[src/rtl/pot_store_bank.sv]
module pot_store_bank #(
  parameter int NPOT = 4,
  parameter int NREG = 4,
  parameter int W = 6,
  parameter int STORE_CYC = 20,
  parameter logic [W-1:0] INIT_VAL = '0
) (
  input  logic                       clk,
  input  logic                       rst_n,
  input  logic                       wr_req,
  input  logic                       xfer_req,
  input  logic                       gxfer_req,
  input  logic [$clog2(NPOT)-1:0]    req_pot,
  input  logic [$clog2(NREG)-1:0]    req_reg,
  input  logic [W-1:0]               wr_data,
  input  logic [NPOT*W-1:0]          wiper_vals,
  input  logic                       cs_rise,
  input  logic                       wp_n,
  input  logic [$clog2(NPOT)-1:0]    rd_pot,
  input  logic [$clog2(NREG)-1:0]    rd_reg,
  output logic [W-1:0]               rd_data,
  input  logic [$clog2(NREG)-1:0]    ld_reg,
  output logic [NPOT*W-1:0]          ld_vals,
  output logic                       wip
);
  localparam int RW = $clog2(NREG);
  localparam int CW = $clog2(STORE_CYC + 1);
  localparam int BW = NPOT * NREG * W;

  logic [BW-1:0]     bank;
  logic              pend;
  logic              busy;
  logic [CW-1:0]     cnt;
  logic [NPOT-1:0]   pmask;
  logic [NPOT*W-1:0] pvals;
  logic [RW-1:0]     preg;

  wire any_req = wr_req | xfer_req | gxfer_req;
  wire start   = cs_rise & pend & wp_n & ~busy;
  wire done    = busy && (cnt == '0);

  assign wip     = busy;
  assign rd_data = bank[(int'(rd_pot) * NREG + int'(rd_reg)) * W +: W];

  for (genvar p = 0; p < NPOT; p++) begin : g_ld
    assign ld_vals[p*W +: W] = bank[(p * NREG + int'(ld_reg)) * W +: W];
  end

  always_ff @(posedge clk) begin
    if (!rst_n) begin
      bank  <= {(NPOT*NREG){INIT_VAL}};
      pend  <= 1'b0;
      busy  <= 1'b0;
      cnt   <= '0;
      pmask <= '0;
      pvals <= '0;
      preg  <= '0;
    end else begin
      if (cs_rise) pend <= 1'b0;
      if (any_req && !busy) begin
        pend  <= 1'b1;
        preg  <= req_reg;
        pvals <= wiper_vals;
        if (wr_req) begin
          pmask <= NPOT'(1) << req_pot;
          pvals[int'(req_pot)*W +: W] <= wr_data;
        end else if (xfer_req) begin
          pmask <= NPOT'(1) << req_pot;
        end else begin
          pmask <= '1;
        end
      end
      if (start) begin
        busy <= 1'b1;
        cnt  <= CW'(STORE_CYC - 1);
      end else if (busy) begin
        if (cnt == '0) busy <= 1'b0;
        else           cnt  <= cnt - 1'b1;
      end
      if (done) begin
        for (int p = 0; p < NPOT; p++) begin
          for (int r = 0; r < NREG; r++) begin
            if (pmask[p] && preg == RW'(r))
              bank[(p*NREG + r)*W +: W] <= pvals[p*W +: W];
          end
        end
      end
    end
  end
endmodule

[config.mk]
export PLATFORM = sky130hd
export DESIGN_NAME = pot_store_bank
export DESIGN_NICKNAME = d
export VERILOG_FILES = /design/src/rtl/pot_store_bank.sv
export SDC_FILE = /design/constraint.sdc
export NUM_CORES = 1
export LEC_CHECK = 0
export BUFFER_PORTS_ARGS = -buffer_cell sky130_fd_sc_hd__buf_2
export CORE_ASPECT_RATIO = 1.1
export CORE_MARGIN = 4
export CORE_UTILIZATION = 50
export DETAILED_ROUTE_END_ITERATION = 10
export HOLD_SLACK_MARGIN = 0.15
export PLACE_DENSITY = 0.8
export SETUP_SLACK_MARGIN = 0.05
export SYNTH_ARGS = -nofsm -noshare
export SYNTH_HDL_FRONTEND = slang
export SYNTH_SLANG_ARGS = --single-unit
[constraint.sdc]
create_clock -name clk -period 2.1 [get_ports clk]
set_input_delay 0.42 -clock clk [delete_from_list [all_inputs] [get_ports clk]]
set_output_delay 0.42 -clock clk [all_outputs]
set_load 0.03 [all_outputs]
==> metrics.csv, run 1 <==
stage,metric,value,unit
logic_synthesis,"Seq/Total Area, Yosys",41.17,%
global_routing,first-pass GRT wire length,30500,um
logic_synthesis,async set or reset register ratio after synthesis,0,%
power,PwrDens,783.7,nW/um2
cts,clk root buf,clkbuf_16,
global_routing,largest net degree at the start of global routing,46,
power,switching part of the total,22.95,%
detailed_routing,vias per inst,6.507,
logic_synthesis,Avg Inst Size Synth,9.539,um2
floorplan,Initial Utilization,51.15,%
setup_path,Reg2Reg Depth,7,
place,Placed Instances,883,
place,"Cell Area, Placed",7176,um2
setup_path,CP peak stage delay,0.53,ns
setup_path,Worst Path Buf+Inv,1,
setup_path,WP data required,1.68,ns
floorplan,Die Wd,116.4,um
floorplan,DIE AREA,14820,um2
power,register share of total power,41.0,%
sta,final worst path period share,100.2,%
setup_path,r2r endpoint,cnt[1],
finish,multi-input logic area,3618,um2
power,Internal,4.934,mW
sta,sum of negative setup slack,-0.007996,ns
cts,H-tree depth,4,
setup_path,CP Max Fanout,3,
logic_synthesis,Cells after Synth,678,
setup_path,CP top delay family,multiplexers,
finish,cell area after layout,8172,um2
finish,Synth-to-Final Area Change,26.35,%
logic_synthesis,Post-Syn Nets,734,
detailed_routing,DRC errors left,0,
setup_path,Worst Setup End Kind,output port,
logic_synthesis,number of enable flip-flop cells after synthesis,0,
sta,post-layout min period,2.104,ns
status,violated checks,negative setup slack,
min_path,WHS Path Cells,3,
sta,Max transition margin,21.44,%
finish,fillcell total,928,
place,port buffer count,77,
cts,CTS Sinks,133,
logic_synthesis,Synth Cell Area,6467,um2
power,Lkg Pwr,3.058,nW
global_routing,overflow left after global routing,0,
logic_synthesis,Synth Flop Type,dfxtp_1,
power,Max IR drop VDD,641.1,uV
finish,Finished Layout Cells,936,
sta,clk_skew,0.007585,ns
global_routing,initial antenna violation count,0,
floorplan,# rows,43,
finish,antenna diode count,0,
floorplan,Core Area,12640,um2
flow_run,Max-Cap Viols,0,
detailed_routing,routed length per instance,20.87,um
cts,Clock Path Buffers,2,
cts,cts bufs inserted,17,
finish,layout cells sized above 1,34.02,%
finish,most frequent cells in the layout,"dfxtp_1 (112), nand3_1 (100), o21ai_0 (72)",
power,P_sw,1.470,mW
setup_path,Worst R2R Start,cnt[0],
global_routing,vias in the first global route,5866,
setup_path,CP max-delay cell,mux4_2,
sta,"Hold Vio Cnt, Final",0,
logic_synthesis,Yosys cell types,44,
cts,Clock transition at path regs,0.06,ns
detailed_routing,DRT iter0 DRCs,589,
cts,Skew-Pair Late Insertion Delay,0.41,ns
power,logic gate share of total power,9.5,%
sta,endpoints failing setup,2,
setup_path,r2r setup slk,0.37,ns
finish,sequential cell area,2691,um2
global_routing,GRT Util Overall,26.57,%
sta,RSZ-0062 raised after global routing,yes,
detailed_routing,Detailed Routing Iterations Pass 1,5,
cts,CTS tree,yes,
status,outcome,"finished, violations left",
sta,Worst-Margin Slew,1.177,ns
detailed_routing,final WL,19540,um
min_path,Hold Crit Endpoint,preg[0],
finish,Final Net Count,823,
sta,post-route setup slack,-0.004021,ns
power,Pwr Total,6.404,mW
finish,final core occ,64.63,%
logic_synthesis,YS warnings,0,
detailed_routing,Vias,6091,
place,Final Wtd Congestion,0.9706,
power,clock power share,49.5,%
finish,"most common cell after layout, fill and taps aside",dfxtp_1,
place,DP HPWL,13200,um
min_path,min-delay worst type,in -> reg,
floorplan,io pins,78,
min_path,Hold Crit Start,req_reg[0],
setup_path,Crit Path Class,reg -> out,
floorplan,chip height,127.3,um
setup_path,worst path cell trace,mux4_2 > a22oi_2 > nand2_2 > buf_6,
sta,Final Max Tran Viols,0,
detailed_routing,Final ANT Viol Nets,0,
sta,FMAX,475.3,MHz
setup_path,crit path launch type,flip-flop,
logic_synthesis,Yosys reg bits,133,
setup_path,WP data arrival,1.68,ns
-- routing by layer --
metal	global-route usage (%)	wire, um
met1	33.85	7808
met2	43.50	9511
met3	5.306	1578
met4	11.81	639
met5	0	0
-- flip-flops by register name, indices dropped and copies added (netlist names) --
register  cells
bank         96
pvals        24
cnt           5
pmask         4
preg          2
pend          1
wip           1
-- worst max path at each step --
stage | start | to | slack (ns) | cells after the start
floorplan | req_pot[0] | pvals[11] | 0.04 | 10
global placement | rd_reg[0] | rd_data[2] | -0.14 | 6
detailed placement | rd_reg[0] | rd_data[2] | -0.14 | 6
CTS | bank[33] | rd_data[3] | -0.007 | 4
global route | bank[21] | rd_data[3] | -0.06 | 4
finish | bank[21] | rd_data[3] | -0.004 | 4
-- cell type report --
| cell class | instances | share of cell area [%] |
|---|---|---|
| clock buffers | 23 | 5.972 |
| clock inverters | 8 | 1.791 |
| inverters | 8 | 0.3675 |
| multi-input cells | 476 | 44.28 |
| flip-flops and latches | 133 | 32.94 |
| well taps | 157 | 2.404 |
| repair buffers | 131 | 12.25 |
-- kinds of logic (layout without fill, tap and decap cells) --
kind of cell    Yosys count  in the layout  share of synthesized area (%)
buf+inv                  69            170                          4.546
xor+xnor                  3              3                         0.4063
simple gates            217            217                          17.28
mux                      52             52                          17.33
fa+ha+maj                 9              9                          1.741
flops                   133            133                          41.17
compound gates          195            195                          17.53
-- metrics by stage --
step | hold slack [ns] | setup slack (ns)
2_1_floorplan | 0.4457 | 0.04195
3_3_place_gp | 0.4556 | -0.1377
3_5_place_dp | 0.4688 | -0.1363
4_1_cts | 0.2495 | -0.007493
5_1_grt | 0.2676 | -0.06340
6_report | 0.2649 | -0.004021
-- Yosys cell counts, types with 5 or more instances --
cell | instances | area [um2]
dfxtp_1 | 133 | 2663
nor4_1 | 7 | 43.79
a21oi_1 | 32 | 160.2
inv_1 | 8 | 30.03
nand4_1 | 16 | 100.1
o21ai_0 | 72 | 360.4
nand3_1 | 100 | 500.5
buf_2 | 19 | 95.09
a221oi_1 | 8 | 70.07
nor3_1 | 5 | 25.02
nor2_1 | 15 | 56.30
mux4_2 | 48 | 1081
nor2b_1 | 7 | 43.79
clkbuf_1 | 28 | 105.1
o21ai_1 | 44 | 220.2
buf_1 | 12 | 45.04
nand2b_1 | 7 | 43.79
a22oi_1 | 14 | 105.1
nand2_1 | 46 | 172.7
ha_1 | 9 | 112.6
-- power by group through the flow --
stage,Clock [mW],Sequential (mW),Combinational [mW]
6_report,3.17,2.62,0.611
5_1_grt,3.30,2.63,0.663
4_1_cts,3.17,2.62,0.601
3_5_place_dp,0,2.68,0.566
3_3_place_gp,0,2.67,0.551
2_1_floorplan,0,2.66,0.380
-- repair_timing --
item,4_1_cts,5_1_grt
hold buffers,0,0
setup buffers,10,9
setup endpoints to repair,6,52
pin swaps,13,5
resized for setup,45,7
gates cloned,3,0
-- tightest hold or removal path: stages --
cell and delay [ns]:
buf_2 0.10, nand2_1 0.05, a21oi_1 0.05
(Power assumes the default switching activity.)
==> run 2: changes to the inputs <==
--- a/config.mk
+++ b/config.mk
@@ -10,6 +10,7 @@
 export CORE_MARGIN = 4
 export CORE_UTILIZATION = 50
 export DETAILED_ROUTE_END_ITERATION = 10
+export GPL_TIMING_DRIVEN = 0
 export HOLD_SLACK_MARGIN = 0.15
 export PLACE_DENSITY = 0.8
 export SETUP_SLACK_MARGIN = 0.05
==> constraint.sdc (replaced) <==
create_clock -name clk -period 2.1 [get_ports clk]
set_input_delay 0.21 -clock clk [delete_from_list [all_inputs] [get_ports clk]]
set_output_delay 0.21 -clock clk [all_outputs]
set_load 0.03 [all_outputs]
==> run 2 against run 1 <==
Against the previous run: the run now ends clean; critical path depth grew 6; count of clock-buffer cells in the layout decreased by 3; clock skew down 0.0012 ns; clock power up 8.2%; largest power group unchanged; first-iteration DRC count grew 27%; highest routed layer unchanged; routed wire length shrank 0.97%; setup slack improved by 0.10 ns; worst hold slack got worse by 0.11 ns; fmax rose by 5.1%.
==> metrics.csv, run 2 (synthesized netlist as in run 1, its figures left out) <==
stage,metric,value,unit,change
detailed_routing,Final ANT Viol Nets,0,,unchanged
sta,FMAX,499.7,MHz,+5.1%
global_routing,first-pass GRT wire length,30700,um,+0.66%
sta,Max transition margin,51.57,%,+30 points
finish,biggest regs,"bank (96), pvals (24), cnt (5)",,
flow_run,Max-Cap Viols,0,,unchanged
cts,clk root buf,clkbuf_16,,
global_routing,initial antenna violation count,0,,unchanged
place,DP HPWL,13570,um,+2.8%
setup_path,Reg2Reg Depth,9,,+2
setup_path,CP dominant cell by count,buf_2,,
sta,final worst path period share,95.30,%,-4.9 points
sta,sum of negative setup slack,0,ns,+0.007996 ns
power,Lkg Pwr,2.999,nW,-1.9%
setup_path,CP peak stage delay,0.45,ns,-0.08 ns
min_path,Hold Crit Endpoint,cnt[4],,
min_path,Hold Crit Start,wp_n,,
detailed_routing,vias per inst,6.388,,-1.8%
finish,"most common cell after layout, fill and taps aside",dfxtp_1,,
setup_path,r2r setup slk,0.15,ns,-0.22 ns
setup_path,crit path launch type,input pin,,
setup_path,r2r endpoint,bank[69],,
sta,Fin Hold WS,0.1528,ns,-0.1121 ns
sta,"Hold Vio Cnt, Final",0,,unchanged
sta,endpoints failing setup,0,,-2
finish,fillcell total,964,,+3.9%
floorplan,Core Area,12640,um2,unchanged
finish,Reg with most FFs,bank,,
setup_path,WP data required,2.45,ns,+0.77 ns
floorplan,io pins,78,,unchanged
status,outcome,"complete, no violations",,
cts,CTS tree,yes,,
cts,Clock transition at path regs,0.06,ns,about the same
finish,Synth-to-Final Area Change,24.45,%,
floorplan,# rows,43,,unchanged
detailed_routing,DRT iter0 DRCs,746,,+27%
cts,Skew-Pair Late Insertion Delay,0.42,ns,about the same
global_routing,largest net degree at the start of global routing,17,,-63%
setup_path,CP max-delay cell,nor3_2,,
sta,clk_skew,0.006337,ns,-0.001248 ns
min_path,WHS Path Cells,3,,unchanged
power,PwrDens,828.8,nW/um2,+5.8%
sta,RSZ-0062 raised after global routing,yes,,
setup_path,CP Max Fanout,10,,+7
sta,post-layout min period,2.001,ns,-0.1027 ns
cts,CTS Sinks,133,,unchanged
cts,H-tree depth,4,,unchanged
detailed_routing,final WL,19350,um,-0.97%
finish,layout cells sized above 1,24.66,%,-9.4 points
finish,final core occ,63.66,%,-0.97 points
detailed_routing,routed length per instance,20.07,um,-3.8%
place,Final Wtd Congestion,0.9687,,-0.20%
detailed_routing,Detailed Routing Iterations Pass 1,6,,+1
power,Max IR drop VDD,662.6,uV,+3.4%
setup_path,WP data arrival,2.35,ns,+0.67 ns
finish,max FFs per register,96,,unchanged
min_path,min-delay worst type,in -> reg,,
finish,most frequent cells in the layout,"dfxtp_1 (133), nand3_1 (100), buf_2 (84)",,
global_routing,vias in the first global route,5925,,+1.0%
finish,antenna diode count,0,,unchanged
detailed_routing,Vias,6158,,+1.1%
cts,cts bufs inserted,17,,unchanged
finish,Final Net Count,850,,+3.3%
sta,Final Max Tran Viols,0,,unchanged
floorplan,Initial Utilization,51.15,%,unchanged
place,port buffer count,71,,-7.8%
detailed_routing,DRC errors left,0,,unchanged
setup_path,Worst Setup End Kind,flip-flop,,
setup_path,Crit Path Class,in -> reg,,
floorplan,Die Wd,116.4,um,unchanged
setup_path,Worst R2R Start,cnt[0],,
global_routing,overflow left after global routing,0,,unchanged
sta,Worst-Margin Slew,0.7265,ns,-0.4507 ns
floorplan,DIE AREA,14820,um2,unchanged
cts,Clock Path Buffers,2,,unchanged
setup_path,worst path cell trace,buf_2 > clkbuf_4 > buf_4 > inv_1 > ha_1 > buf_2 > nand2b_1 > nor3_2 > o2111ai_1 > a21oi_1,,
power,Pwr Total,6.671,mW,+4.2%
floorplan,chip height,127.3,um,unchanged
global_routing,GRT Util Overall,26.68,%,+0.12 points
[run 2: changes by cell type in the layout (fill, tap and decap cells not counted), moves of 5 or more]
cell,change
a22oi_2,-12
dfxtp_2,-20
buf_12,-8
buf_2,+15
dlygate4sd3_1,+23
dfxtp_1,+21
buf_1,+11
clkbuf_2,+5
nand2_1,+6
clkbuf_1,+20
a22oi_1,+12
nand2_2,-6
buf_4,-38
[run 2: cell type report]
| cell class | instances | area, um2 | area share, % |
|---|---|---|---|
| buffer | 61 | 306.5 | 3.808 |
| tap | 157 | 196.4 | 2.441 |
| clock buffer | 20 | 466.7 | 5.798 |
| timing repair buffer | 97 | 605.6 | 7.524 |
| inverter | 8 | 30.03 | 0.3731 |
| sequential | 133 | 2663 | 33.08 |
| clock inverter | 12 | 222.7 | 2.767 |
| multi-input combinational | 476 | 3558 | 44.21 |
[run 2: timing repair]
item / CTS / global route
gates resized for setup: 8 / 24
pin swaps: 0 / 3
hold endpoints to repair: 23 / 0
gates cloned: 0 / 1
setup endpoints to repair: 27 / 33
hold buffers: 23 / 0
setup buffers: 1 / 1
[run 2: worst max-delay path, delay by kind of cell]
family          cells  cell delay (ns)
buf+inv             5             0.89
compound gates      2             0.39
simple gates        2             0.66
fa+ha+maj           1             0.20
[run 2: where the power goes]
part / total [mW] / internal [mW] / switching, mW
sequential: 2.62 / 2.58 / 0.0375
combinational: 0.618 / 0.234 / 0.384
clock: 3.43 / 2.32 / 1.11
total: 6.67 / 5.14 / 1.53
[run 2: worst max-delay path by stage]
stage / start / end / slack, ns / depth (start not counted)
2_1_floorplan: req_pot[0] / pvals[18] / 0.09 / 8
3_3_place_gp: req_pot[0] / pvals[9] / -0.44 / 10
3_5_place_dp: req_pot[0] / pvals[9] / -0.44 / 10
4_1_cts: ld_reg[0] / ld_vals[11] / 0.08 / 4
5_1_grt: ld_reg[0] / ld_vals[11] / 0.01 / 4
6_report: req_pot[0] / pvals[9] / 0.1 / 10
[run 2: metal layers]
layer  global-route usage, %  vias up  part of all wire [%]
met2                   43.94      351                    49
met4                   9.283        0                   2.9
met5                       0        -                     0
met1                   33.97     2924                    38
li1                        -     2829                     -
met3                   6.869       54                   9.5
[run 2: per-stage QoR]
stage | setup WS (ns) | cell area, um2 | std cells
global placement | -0.4424 | 7027 | 906
floorplan | 0.08911 | 6475 | 678
CTS | 0.08178 | 7973 | 962
finish | 0.09868 | 8049 | 964
global route | 0.01133 | 8049 | 964
detailed placement | -0.4373 | 7027 | 906
==> run 3: changes to the inputs <==
==> constraint.sdc (replaced) <==
create_clock -name clk -period 1.8 [get_ports clk]
set_input_delay 0.18 -clock clk [delete_from_list [all_inputs] [get_ports clk]]
set_output_delay 0.18 -clock clk [all_outputs]
set_load 0.03 [all_outputs]
==> run 3 against run 2 <==
Against the previous run: the flow now finishes with violations (negative setup slack); largest power group unchanged; total power up 17%; largest cell class unchanged; critical path depth down 1; clock power up 13%; sequential power up 17%; register-to-register slack worse by 0.35 ns; sequential share of layout area down 3.4 points; global-route usage up 3.9 points; combinational power up 41%; via count up 15%; routed wire length up 34%; worst hold slack better by 0.00093 ns; clock skew about the same.
==> metrics.csv, run 3 (synthesized netlist as in run 1, its figures left out) <==
stage,metric,value,unit,change
power,Max IR drop VDD,776.5,uV,+17%
setup_path,crit path launch type,flip-flop,,
power,PwrDens,862.7,nW/um2,+4.1%
place,Placed Instances,906,,unchanged
floorplan,Core Area,12640,um2,unchanged
min_path,Hold Crit Start,wp_n,,
sta,post-layout min period,2.005,ns,
sta,Fin Hold WS,0.1537,ns,+0.0009300 ns
sta,"Hold Vio Cnt, Final",0,,unchanged
sta,post-route setup slack,-0.2045,ns,-0.3032 ns
cts,Clock transition at path regs,0.06,ns,about the same
finish,layout cells sized above 1,44.44,%,+20 points
detailed_routing,DRT iter0 DRCs,1177,,+58%
finish,Final Net Count,898,,+5.6%
power,Lkg Pwr,3.353,nW,+12%
floorplan,# rows,43,,unchanged
cts,CTS tree,yes,,
floorplan,Initial Utilization,51.15,%,unchanged
detailed_routing,final WL,25960,um,+34%
setup_path,r2r setup slk,-0.20,ns,-0.35 ns
finish,max FFs per register,96,,unchanged
setup_path,CP dominant cell by count,buf_4,,
global_routing,largest net degree at the start of global routing,17,,unchanged
place,port buffer count,71,,unchanged
setup_path,Reg2Reg Depth,9,,unchanged
floorplan,chip height,127.3,um,unchanged
cts,clk root buf,clkbuf_16,,
finish,Synth-to-Final Area Change,40.36,%,
floorplan,Die Wd,116.4,um,unchanged
finish,cell area after layout,9077,um2,+13%
cts,H-tree depth,4,,unchanged
detailed_routing,Detailed Routing Iterations Pass 1,7,,+1
setup_path,WP data arrival,2.31,ns,-0.04 ns
sta,Worst-Margin Slew,0.8676,ns,+0.1411 ns
setup_path,r2r endpoint,bank[6],,
cts,CTS Sinks,133,,unchanged
finish,final core occ,71.80,%,+8.1 points
flow_run,Max-Cap Viols,0,,unchanged
sta,final worst path period share,111.4,%,
status,violated checks,negative setup slack,,
detailed_routing,Vias,7075,,+15%
setup_path,Setup crit start,cnt[0],,
global_routing,GRT Util Overall,30.54,%,+3.9 points
finish,antenna diode count,0,,unchanged
detailed_routing,Final ANT Viol Nets,0,,unchanged
setup_path,cell count along the critical path,9,,-1
floorplan,io pins,78,,unchanged
global_routing,first-pass GRT wire length,34920,um,+14%
global_routing,overflow left after global routing,0,,unchanged
setup_path,CP max-delay cell,dfxtp_2,,
sta,FMAX,498.9,MHz,
detailed_routing,vias per inst,6.991,,+9.4%
min_path,min-delay worst type,in -> reg,,
sta,endpoints failing setup,63,,+63
cts,Clock Path Buffers,2,,unchanged
finish,"most common cell after layout, fill and taps aside",dfxtp_1,,
place,Final Wtd Congestion,0.9615,,-0.74%
global_routing,vias in the first global route,6665,,+12%
setup_path,CP peak stage delay,0.33,ns,-0.12 ns
setup_path,Worst Path Buf+Inv,4,,-1
finish,most frequent cells in the layout,"dfxtp_1 (106), buf_2 (76), nand3_2 (54)",,
setup_path,WP data required,2.11,ns,-0.34 ns
detailed_routing,DRC errors left,0,,unchanged
detailed_routing,routed length per instance,25.65,um,+28%
place,DP HPWL,14670,um,+8.1%
status,outcome,"finished, violations left",,
setup_path,CP top delay family,buffers and inverters,,
sta,RSZ-0062 raised after global routing,yes,,
global_routing,initial antenna violation count,0,,unchanged
setup_path,Worst R2R Start,cnt[0],,
setup_path,worst path cell trace,inv_2 > ha_4 > nor4b_4 > buf_4 > buf_6 > nand4_1 > buf_4 > nand3_2 > o21ai_2,,
setup_path,CP Max Fanout,4,,-6
cts,cts bufs inserted,17,,unchanged
finish,biggest regs,"bank (96), pvals (24), cnt (5)",,
finish,Finished Layout Cells,1012,,+5.0%
sta,clk_skew,0.006423,ns,+0.00008601 ns
floorplan,DIE AREA,14820,um2,unchanged
setup_path,Setup crit end,bank[6],,
finish,Reg with most FFs,bank,,
sta,Final Max Tran Viols,0,,unchanged
setup_path,Worst Setup End Kind,flip-flop,,
place,"Cell Area, Placed",7087,um2,+0.85%
setup_path,Crit Path Class,reg -> reg,,
cts,Skew-Pair Late Insertion Delay,0.42,ns,about the same
sta,Max transition margin,42.16,%,-9.4 points
-- run 3: cell count changes in the layout (fill, tap and decap cells not counted), sizes merged --
cell,delta
buf,+56
bufinv,-1
clkbuf,-5
clkinvlp,-1
inv,-1
-- run 3: stage by stage --
step	power [mW]	TNS, ns	worst slack (ns)
detailed placement	3.780	-30.39	-0.5100
finish	7.831	-5.831	-0.2045
global route	7.986	-9.133	-0.2438
floorplan	3.553	0	0.06222
global placement	3.760	-19.86	-0.4779
CTS	7.609	-0.2562	-0.08305
-- run 3: worst min-delay path by stage --
stage                     endpoint  depth (start not counted)
after floorplan            preg[0]                          2
after global placement     preg[1]                          3
after detailed placement   preg[0]                          3
after CTS                   cnt[4]                          3
after global routing        cnt[4]                          3
final                       cnt[4]                          3
-- run 3: per-layer routing --
layer	up-vias	wire (um)	part of all wire [%]	global-route usage, %
li1	2923	-	-	-
met1	3325	8664	33	35.38
met2	650	12200	47	51.72
met3	177	2961	11	7.485
met4	0	2130	8.2	16.04
met5	-	0	0	0
-- run 3: what timing repair did --
action / in CTS / in global routing
endpoints found under the setup margin: 130 / 111
gates resized for setup: 87 / 161
hold buffers: 23 / 0
cloned: 3 / 7
buffers inserted: 26 / 16
hold endpoints to repair: 23 / 0
pin swaps: 28 / 30
-- run 3: final cells by class --
cell class	instances	area (um2)
multi-input cells	476	4068
well taps	157	196.4
fillers	814	3566
plain buffers	61	417.9
clock buffers	23	478.0
flip-flops and latches	133	2696
clock inverters	9	172.7
repair buffers	145	1016
inverters	8	32.53
-- run 3: power breakdown --
group          internal [mW]  leakage, nW  total, mW  switching, mW
Clock                   2.56        0.317       3.89           1.33
Sequential              3.01         1.09       3.06         0.0511
Combinational          0.342         1.94      0.872          0.530
-- run 3: worst reg2reg max path, stage by stage, from the launching register on --
cell	delay [ns]
dfxtp_2	0.33
inv_2	0.07
ha_4	0.13
nor4b_4	0.30
buf_4	0.21
buf_6	0.12
nand4_1	0.31
buf_4	0.28
nand3_2	0.08
o21ai_2	0.07
